## src/rtl/rx_status_pkg.sv

```systemverilog
// Package: shared widths, character codes and classification types for the
// receive status classifier. Assumes standard 8b/10b byte values.
package rx_status_pkg;
    localparam int BYTE_W = 8;
    localparam int LANES  = 2;
    localparam int WORD_W = BYTE_W * LANES;

    localparam logic [BYTE_W-1:0] CODE_COMMA  = 8'hBC; // K28.5
    localparam logic [BYTE_W-1:0] CODE_EXTEND = 8'hF7; // K23.7
    localparam logic [BYTE_W-1:0] CODE_PROP   = 8'hFE; // K30.7
    localparam logic [BYTE_W-1:0] CODE_TAIL_A = 8'hC5; // D5.6
    localparam logic [BYTE_W-1:0] CODE_TAIL_B = 8'h50; // D16.2

    typedef enum logic [2:0] {
        CH_DATA,
        CH_COMMA,
        CH_EXTEND,
        CH_PROPAGATE,
        CH_OTHER_K,
        CH_BAD
    } char_kind_t;

    typedef struct packed {
        char_kind_t kind;
        logic       idle_tail;
    } char_info_t;

    typedef enum logic [2:0] {
        PR_IDLE,
        PR_EXTEND,
        PR_DATA,
        PR_PROPAGATE,
        PR_INVALID
    } pair_class_t;
endpackage

```

## src/rtl/rx_char_id.sv

```systemverilog
// Module: identifies a single decoded character.
// It reports whether the character is data, one of the three recognised
// K codes, some other K code, or an invalid code. It also flags the data
// bytes that may follow a comma in an idle pair.
// Assumes the decoder flags are valid in the same cycle as the byte.
module rx_char_id
    import rx_status_pkg::*;
(
    input  logic [BYTE_W-1:0] char_byte,
    input  logic              char_is_k,
    input  logic              char_ok,
    output char_info_t        info
);
    // Sort the character into its kind; a bad code wins over everything.
    always_comb begin
        info.idle_tail = 1'b0;
        if (!char_ok) begin
            info.kind = CH_BAD;
        end else if (!char_is_k) begin
            info.kind      = CH_DATA;
            info.idle_tail = (char_byte == CODE_TAIL_A) || (char_byte == CODE_TAIL_B);
        end else begin
            unique case (char_byte)
                CODE_COMMA:  info.kind = CH_COMMA;
                CODE_EXTEND: info.kind = CH_EXTEND;
                CODE_PROP:   info.kind = CH_PROPAGATE;
                default:     info.kind = CH_OTHER_K;
            endcase
        end
    end
endmodule

```

## src/rtl/rx_pair_map.sv

```systemverilog
// Module: combines the two character descriptions into a pair class.
// It then maps the class to the next data word and the two status bits.
// Purely combinational; the caller registers the result.
module rx_pair_map
    import rx_status_pkg::*;
(
    input  char_info_t               lo_info,
    input  char_info_t               hi_info,
    input  logic [BYTE_W-1:0]        lo_byte,
    input  logic [BYTE_W-1:0]        hi_byte,
    output pair_class_t              pair_class,
    output logic [WORD_W-1:0]        next_data,
    output logic                     next_dv,
    output logic                     next_er
);
    // Decide the pair class; invalid codes take priority.
    always_comb begin
        if (lo_info.kind == CH_BAD || hi_info.kind == CH_BAD)
            pair_class = PR_INVALID;
        else if (lo_info.kind == CH_COMMA && hi_info.kind == CH_DATA && hi_info.idle_tail)
            pair_class = PR_IDLE;
        else if (lo_info.kind == CH_EXTEND && hi_info.kind == CH_EXTEND)
            pair_class = PR_EXTEND;
        else if (lo_info.kind == CH_PROPAGATE && hi_info.kind == CH_PROPAGATE)
            pair_class = PR_PROPAGATE;
        else if (lo_info.kind == CH_DATA && hi_info.kind == CH_DATA)
            pair_class = PR_DATA;
        else
            pair_class = PR_INVALID;
    end

    // Map the class to a status code and an output word.
    always_comb begin
        unique case (pair_class)
            PR_IDLE: begin
                next_dv   = 1'b0;
                next_er   = 1'b0;
                next_data = {hi_byte, CODE_COMMA};
            end
            PR_EXTEND: begin
                next_dv   = 1'b0;
                next_er   = 1'b1;
                next_data = {CODE_EXTEND, CODE_EXTEND};
            end
            PR_DATA: begin
                next_dv   = 1'b1;
                next_er   = 1'b0;
                next_data = {hi_byte, lo_byte};
            end
            PR_PROPAGATE: begin
                next_dv   = 1'b1;
                next_er   = 1'b1;
                next_data = {CODE_PROP, CODE_PROP};
            end
            default: begin
                next_dv   = 1'b1;
                next_er   = 1'b1;
                next_data = '0;
            end
        endcase
    end
endmodule

```

## src/rtl/rx_status_classifier.sv

```systemverilog
// Module: top of the receive status classifier.
// It identifies both decoded characters, classifies the pair and registers
// the data word and status bits. Loss of signal forces all outputs high.
// Assumes the inputs are synchronous to clk; the reset is synchronous and
// active low.
module rx_status_classifier
    import rx_status_pkg::*;
(
    input  logic              clk,
    input  logic              rst_n,
    input  logic [7:0]        lo_byte,
    input  logic              lo_is_k,
    input  logic              lo_ok,
    input  logic [7:0]        hi_byte,
    input  logic              hi_is_k,
    input  logic              hi_ok,
    input  logic              los,
    output logic [15:0]       rxd,
    output logic              rx_dv,
    output logic              rx_er
);
    logic [LANES-1:0][BYTE_W-1:0] lane_byte;
    logic [LANES-1:0]             lane_k;
    logic [LANES-1:0]             lane_ok;
    char_info_t                   lane_info [LANES];

    pair_class_t                  pair_class;
    logic [WORD_W-1:0]            next_data;
    logic                         next_dv;
    logic                         next_er;

    // Gather the two characters into lane arrays, low byte in lane 0.
    always_comb begin
        lane_byte[0] = lo_byte;
        lane_byte[1] = hi_byte;
        lane_k       = {hi_is_k, lo_is_k};
        lane_ok      = {hi_ok, lo_ok};
    end

    for (genvar g = 0; g < LANES; g++) begin : g_lane
        rx_char_id u_id (
            .char_byte (lane_byte[g]),
            .char_is_k (lane_k[g]),
            .char_ok   (lane_ok[g]),
            .info      (lane_info[g])
        );
    end

    rx_pair_map u_map (
        .lo_info    (lane_info[0]),
        .hi_info    (lane_info[1]),
        .lo_byte    (lane_byte[0]),
        .hi_byte    (lane_byte[1]),
        .pair_class (pair_class),
        .next_data  (next_data),
        .next_dv    (next_dv),
        .next_er    (next_er)
    );

    // Output register with reset clear and loss-of-signal override.
    always_ff @(posedge clk) begin
        if (!rst_n) begin
            rxd   <= '0;
            rx_dv <= 1'b0;
            rx_er <= 1'b0;
        end else if (los) begin
            rxd   <= '1;
            rx_dv <= 1'b1;
            rx_er <= 1'b1;
        end else begin
            rxd   <= next_data;
            rx_dv <= next_dv;
            rx_er <= next_er;
        end
    end
endmodule

```

## config.mk

```make
export PLATFORM = sky130hd
export DESIGN_NAME = rx_status_classifier
export DESIGN_NICKNAME = d
export VERILOG_FILES = /design/src/rtl/rx_status_pkg.sv /design/src/rtl/rx_char_id.sv /design/src/rtl/rx_pair_map.sv /design/src/rtl/rx_status_classifier.sv
export SDC_FILE = /design/constraint.sdc
export NUM_CORES = 1
export LEC_CHECK = 0
export ABC_AREA = 1
export ABC_CLOCK_PERIOD_IN_PS = 1900
export CORE_MARGIN = 2
export CORE_UTILIZATION = 60
export DETAILED_ROUTE_END_ITERATION = 12
export DONT_BUFFER_PORTS = 1
export PLACE_DENSITY = 0.73
export RECOVER_POWER = 100
export SETUP_SLACK_MARGIN = 0.4
export SLEW_MARGIN = 20
export SYNTH_ARGS = -nofsm -noshare
export SYNTH_HDL_FRONTEND = slang
export SYNTH_HIERARCHICAL = 1
export SYNTH_SLANG_ARGS = --single-unit
export TNS_END_PERCENT = 20
```

## constraint.sdc

```tcl
create_clock -name clk -period 1.9 [get_ports clk]
set_clock_uncertainty 0.1 [all_clocks]
set_input_delay 0 -clock clk [delete_from_list [all_inputs] [get_ports clk]]
set_output_delay 0 -clock clk [all_outputs]
set_load 0.02 [all_outputs]
```

==> Word-level counts from Yosys, hierarchy flattened <==
Index checks and enable logic that the tools add are counted.
{ "classes": {"eq_ne": 18, "muxes": 19, "reduce_logical": 12} }
{ "op_table": {"columns": ["op", "count"], "rows": [
  ["case mux 16 bit (4 select lines)", 1],
  ["equality test 8 bit (second input constant)", 7],
  ["2-to-1 mux 3 bit", 9],
  ["equality test 3 x 2 -> 1 bit (second input constant)", 6],
  ["case mux 3 bit (3 select lines)", 2],
  ["2-to-1 mux 16 bit", 1],
  ["zero test 3 bit", 3],
  ["equality test 8 x 7 -> 1 bit (second input constant)", 1],
  ["equality test 3 x 1 -> 1 bit (second input constant)", 2],
  ["equality test 3 bit (second input constant)", 2],
  ["2-to-1 mux 1 bit", 6],
  ["logical AND 1 bit", 5],
  ["OR reduction 2 bit", 2],
  ["logical OR 1 bit", 2]
]} }
{ "word_totals": {"register_bits": 18, "inputBits": 23, "output_inout_bits": 18, "word_cells": 52} }

==> Longest topological paths before layout <==
Gate-level depths: netlist (run 1).
{ "logic_depth": {"depth_word": 15, "mapped_depth": 14, "mapped_depth_nobuf": 13} }

==> By module <==
The synthesis (run 1) kept the hierarchy.
{ "modules_own_cells": {"columns": ["mod", "n_inst", "cells_each", "area_per_inst_um2", "seq_area_each_um2"], "rows": [
  ["rx_status_classifier", 1, 58, 538.0, 360.3],
  ["rx_pair_map", 1, 67, 387.9, 0.0],
  ["rx_char_id", 2, 34, 155.1, 0.0]
]} }

==> Worst setup path after synthesis (run 1) <==
No wires, ideal clock.
{ "synth_path": {"kind": "input to register", "startpoint": "in hi_byte[0]", "endpoint": "reg rxd[2]", "setup_ns": 0.064, "arrival_ns": 1.134, "t_required_ns": 1.736, "path_slack_ns": 0.602, "stages": 14, "path_buffers": 1, "path_cell_list": "inv_1 > nand2_1 > nor2_1 > nand3_2 > nand2_1 > nand2_1 > nor2_2 > nand2_4 > nor2_8 > buf_8 > nand2_2 > nand3_1 > nor2_2 > nor2_1"} }
{ "synth_rtl": {"columns": ["item", "line", "rtl"], "rows": [
  ["from (decl)", "rx_status_classifier.sv:14", "input logic [7:0] hi_byte,"],
  ["to (signal assigned)", "rx_status_classifier.sv:71", "rxd <= next_data;"],
  ["to (decl)", "rx_status_classifier.sv:18", "output logic [15:0] rxd,"]
]} }

==> summary.md, run 1 <==
| Metric | Value |
|---|---|
| CP Cell Sequence | nand2_1 -> nor2_2 -> nand3_2 -> nand2_1 -> nand2_1 -> nor2_1 -> nand2_1 -> nor2_8 -> nand2_1 -> nand3_1 -> nor2_2 -> nor2_1 |
| Clock power frac | 0.225 |
| Setup Buffers After CTS | 0 |
| Rel. slew slack | 0.632 |
| RSZ-0062 raised after global routing | no |
| Setup TNS | 0 ps |
| DRT Pass-1 Iters | 4 |
| GR peak layer | met2 |
| Clock H-tree levels | 1 |
| CTS buffer count | 3 |
| Period utilization | 0.694 |
| Final Hold Fails | 0 |
| Port Buf Inserts | 0 |
| Routed wire length | 2.55 mm |
| Antenna viol nets, final | 0 |
| Internal power | 0.522 mW |
| Worst slack, placed | 454 ps |
| Antenna violations before repair | 0 |
| DP Area | 1150 µm² |
| PnR worst setup slack | 582 ps |
| Vias in the first global route | 1,058 |
| First-pass GRT wire length | 4.27 mm |
| Cell repeated most along the worst path | nand2_1 |
| Net Sw Frac | 0.252 |
| Dpl hpwl | 1.79 mm |
| Post_cts resized | 0 |
| Max cap viols | 0 |
| Antenna diode count | 0 |
| Pleak | 0.645 nW |
| Area delta synth->final | 13.7% |
| Final setup vio count | 0 |
| Largest net degree at the start of global routing | 19 |
| CP startpoint kind | input port |
| Layout Cells excl Fill | 224 |
| Hold WC Path Type | in2reg |
| Final net count | 222 |
| Avg Cell Area, Syn | 6.52 µm² |
| Share of cells above drive strength 1 | 0.132 |
| Die X | 48.3 µm |
| WP data required | 2010 ps |
| Peak Freq | 759 MHz |
| Mapped cell area | 1180 µm² |
| CP arrival | 1420 ps |
| CTS Sinks | 18 |
| Vias/cell | 5.09 |
| Switching power | 0.175 mW |
| Gate Count Post-Synth | 181 |
| Top delay family on crit path | simple AND/OR/NAND/NOR gates |
| Final Critical Period | 1320 ps |
| Remaining DRCs | 0 |
| Comb pwr share | 0.156 |
| Peak VDD IR | 0.371 mV |
| Slowest stage cell, crit path | nor2_8 |
| Placer congestion estimate | 0.812 |
| Io pins | 41 |
| Iteration-0 DRC count of the detailed router | 24 |
| Worst slew pin tran | 551 ps |
| Avg WL per Cell | 11.4 µm |
| Syn Nets | 204 |
| CP endpoint kind | register |
| CP Max Fanout | 17 |
| Root Driver | clkbuf_4 |
| CTS tree | yes |
| WP buf/inv | 0 |
| Total congestion overflow | 0 |
| Final Instance Area | 1340 µm² |
| Met1 global-route usage | 0.230 |
| Final number of max-transition violations | 0 |
| Pwr dens | 520 nW/µm² |
| Core area | 1900 µm² |
| Placed Cells | 203 |
| Die H | 48.3 µm |
| Routed vias | 1,140 |
| Number of core rows | 16 |
| CTS clk-pin slew, worst paths | 80 ps |
| Initial Util | 0.620 |
| Final Power | 0.697 mW |
| Total track usage | 0.228 |
| Power share of the sequential group | 0.619 |
| DIE AREA | 2340 µm² |
| Setup Crit Path Kind | in2reg |
| Bufs on Longest Clock Path | 2 |
| Final Util | 0.705 |
| YS warnings | 6 |
| Met3 Use GR | 0.0370 |
| Fillers | 185 |
| Status | finished clean |
| Hold Worst Slack | 185 ps |
| GR Util met2 | 0.454 |
| Max incr delay on CP | 250 ps |
sequential cells by signal, summed over array words and instances (netlist names):
| name | count |
|---|---|
| rx_dv | 1 |
| rx_er | 1 |
| rxd | 16 |
power by group through the flow:
stage          combinational [mW]  clock [mW]  sequential [mW]
6_report                    0.108       0.157            0.432
5_1_grt                     0.123       0.184            0.433
4_1_cts                     0.109       0.171            0.432
3_5_place_dp               0.0707           0            0.442
3_3_place_gp               0.0686           0            0.440
2_1_floorplan              0.0734           0            0.439
routing by layer:
| metal | share of wire | vias to the layer above |
|---|---|---|
| met1 | 0.42 | 492 |
| met5 | 0 | - |
| met4 | 0.014 | 0 |
| met2 | 0.52 | 41 |
| li1 | - | 601 |
| met3 | 0.047 | 6 |
area by class of cell:
class | count | area (µm²) | area share
multi-input cells | 144 | 692 | 0.516
repair buffers | 18 | 180 | 0.134
flip-flops and latches | 18 | 360 | 0.269
well taps | 27 | 33.8 | 0.0252
inverters | 14 | 52.6 | 0.0392
clock buffers | 3 | 22.5 | 0.0168
path summary, 6_finish.rpt:
path / start / end / cells past startpoint
hold / removal: hi_ok / rx_er$_SDFF_PN0_ / 7
setup / recovery: lo_byte[5] / rxd[2]$_SDFF_PN0_ / 12
timing repair:
| action | 4_1_cts | 5_1_grt |
|---|---|---|
| hold buffers | 18 | 0 |
| endpoints found under the hold margin | 18 | 0 |
| setup endpoints to repair | 0 | 0 |
placed cells by master (no fill, tap or decap), drive strengths merged:
master	n
clkbuf	3
nor3	3
inv	14
dlygate4sd3	18
nand3	12
nand3b	1
nand2	50
nor2	57
dfxtp	18
nand4	1
a21oi	16
o21ai	4
No activity file was read; power rests on OpenSTA's default activity.
==> run 2, diff against run 1 <==
Settings changed: ABC_CLOCK_PERIOD_IN_PS 1900 to 1060, CORE_UTILIZATION 60 to 56, PLACE_DENSITY 0.73 to 0.71.
Clock period 1.9 ns to 1.06 ns, I/O delays scaled along.
==> run 2 against run 1 <==
  * The flow now finishes with violations (hold timing, setup timing)
  * Wire length grew 12%
  * First-iteration DRC count shrank 13%
  * Global-route usage shrank 1.2 points
  * Clock power grew 150%
  * Via count grew 0.44%
  * Sequential power grew 79%
  * Cell area grew 19%
  * Highest routed layer unchanged
==> summary.md, run 2 (same netlist as run 1, synthesis figures left out) <==
| Metric | Value |
|---|---|
| Status | finished, violations left |
| Failing checks | hold timing, setup timing |
| Final Critical Period | 1170 ps |
| CP endpoint kind | register |
| Pleak | 0.712 nW |
| Vias/cell | 5.38 |
| Share of cells above drive strength 1 | 0.473 |
| Pwr dens | 877 nW/µm² |
| First-pass GRT wire length | 4.25 mm |
| Routed wire length | 2.87 mm |
| Root Driver | clkbuf_4 |
| Routed vias | 1,145 |
| Max cap viols | 0 |
| Avg WL per Cell | 13.5 µm |
| Hold depth | 2 |
| Clock H-tree levels | 1 |
| Period utilization | 1.10 |
| Final number of max-transition violations | 0 |
| Commonest non-fill, non-tap cell in the layout | nor2_1 |
| Antenna viol nets, final | 0 |
| Setup TNS | -1320 ps |
| Die X | 49.9 µm |
| Placed Cells | 204 |
| Fillers | 132 |
| CTS Sinks | 18 |
| Hold path endpoint | rxd[7]$_SDFF_PN0_ |
| Peak VDD IR | 0.686 mV |
| DRT Pass-1 Iters | 4 |
| Antenna violations before repair | 0 |
| Vias in the first global route | 1,016 |
| Layout Cells excl Fill | 213 |
| Port Buf Inserts | 0 |
| CTS tree | yes |
| Setup Crit Path Kind | in2reg |
| Largest registers | rxd x16, rx_dv x1, rx_er x1 |
| CP Max Fanout | 5 |
| Io pins | 41 |
| Area delta synth->final | 34.9% |
| DIE AREA | 2490 µm² |
| Total congestion overflow | 0 |
| Peak Freq | 858 MHz |
| Worst slew pin tran | 270 ps |
| Final setup vio count | 18 |
| Max reg flops | 16 |
| Antenna diode count | 0 |
| Placer congestion estimate | 0.800 |
| Iteration-0 DRC count of the detailed router | 21 |
| Largest Register | rxd |
| WP data required | 1130 ps |
| Remaining DRCs | 0 |
| Final Hold Fails | 18 |
| Hold Worst Slack | -268 ps |
| HP Start | los |
| Commonest cells after routing, fill and taps aside | nor2_1, nand2_1, dfxtp_1, nor2_4, nand2_2 |
| Dpl hpwl | 1.82 mm |
| Bufs on Longest Clock Path | 2 |
| Number of core rows | 16 |
| CTS clk-pin slew, worst paths | 90 ps |
| CTS buffer count | 3 |
| CP arrival | 1240 ps |
| CP startpoint kind | input port |
| Rel. slew slack | 0.820 |
| PnR worst setup slack | -106 ps |
| Core area | 1980 µm² |
| Die H | 49.9 µm |
| Total track usage | 0.215 |
| Largest net degree at the start of global routing | 19 |
| Initial Util | 0.595 |
| Final net count | 210 |
| RSZ-0062 raised after global routing | yes |
| Hold WC Path Type | in2reg |
-- run 2: cell types whose count changed in the layout (fill, tap and decap cells not counted), sizes merged --
cell         change
buf              +3
clkbuf           +1
dlygate4sd3     -18
nor2             +3
-- run 2: how the worst max path moves through the flow --
stage / startpoint / endpoint / slack (ps) / cells after the start
floorplan: lo_byte[3] / rxd[10]$_SDFF_PN0_ / -200 / 13
global placement: lo_byte[5] / rxd[12]$_SDFF_PN0_ / -290 / 12
detailed placement: hi_byte[6] / rxd[14]$_SDFF_PN0_ / -330 / 12
CTS: hi_byte[0] / rxd[7]$_SDFF_PN0_ / -10 / 13
global route: lo_byte[3] / rxd[13]$_SDFF_PN0_ / -200 / 13
finish: lo_byte[3] / rxd[14]$_SDFF_PN0_ / -110 / 13
-- run 2: stage by stage --
step	setup WS (ps)	total power [mW]	util	cell area, µm²
floorplan	-197	0.928	-	1230
global placement	-292	0.925	0.610	1210
detailed placement	-332	0.930	0.610	1210
CTS	-11.8	1.34	0.711	1410
global route	-201	1.46	0.803	1590
finish	-106	1.40	0.803	1590
-- run 2: area by class of cell --
type,count,area [µm²],share of cell area
clock buffer,4,36.3,0.0228
inverter,14,90.1,0.0566
multi-input combinational,147,1040,0.651
sequential,18,360,0.226
tap,27,33.8,0.0212
timing repair buffer,3,35.0,0.0220
-- run 2: power breakdown --
| part | switching, mW | internal [mW] | total, mW |
|---|---|---|---|
| clock network | 0.181 | 0.209 | 0.390 |
| logic | 0.135 | 0.0970 | 0.232 |
| registers | 0.0599 | 0.714 | 0.774 |
| total | 0.376 | 1.02 | 1.40 |
-- run 2: per-layer routing --
layer / vias up / global-route usage / part of all wire
met5: - / 0 / 0
met1: 520 / 0.259 / 0.42
met3: 4 / 0.0303 / 0.040
met4: 0 / 0.106 / 0.016
met2: 38 / 0.371 / 0.52
li1: 583 / - / -
-- run 2: critical path, cell delays in order --
cell and delay [ps]:
inv_2 40, nand2_1 70, nor2_2 150, nand2_2 90
a21oi_4 220, nor2_4 80, nand2_4 100, buf_12 120
nor2_8 40, a21oi_1 120, nand2_1 70, nor2_1 90
nor2_1 40
-- run 2: what timing repair did --
item | CTS | global route
gates resized for setup | 39 | 54
endpoints found under the hold margin | 18 | 18
gates cloned | 3 | 0
pin swaps | 24 | 28
endpoints found under the setup margin | 36 | 36
buffers inserted | 1 | 1
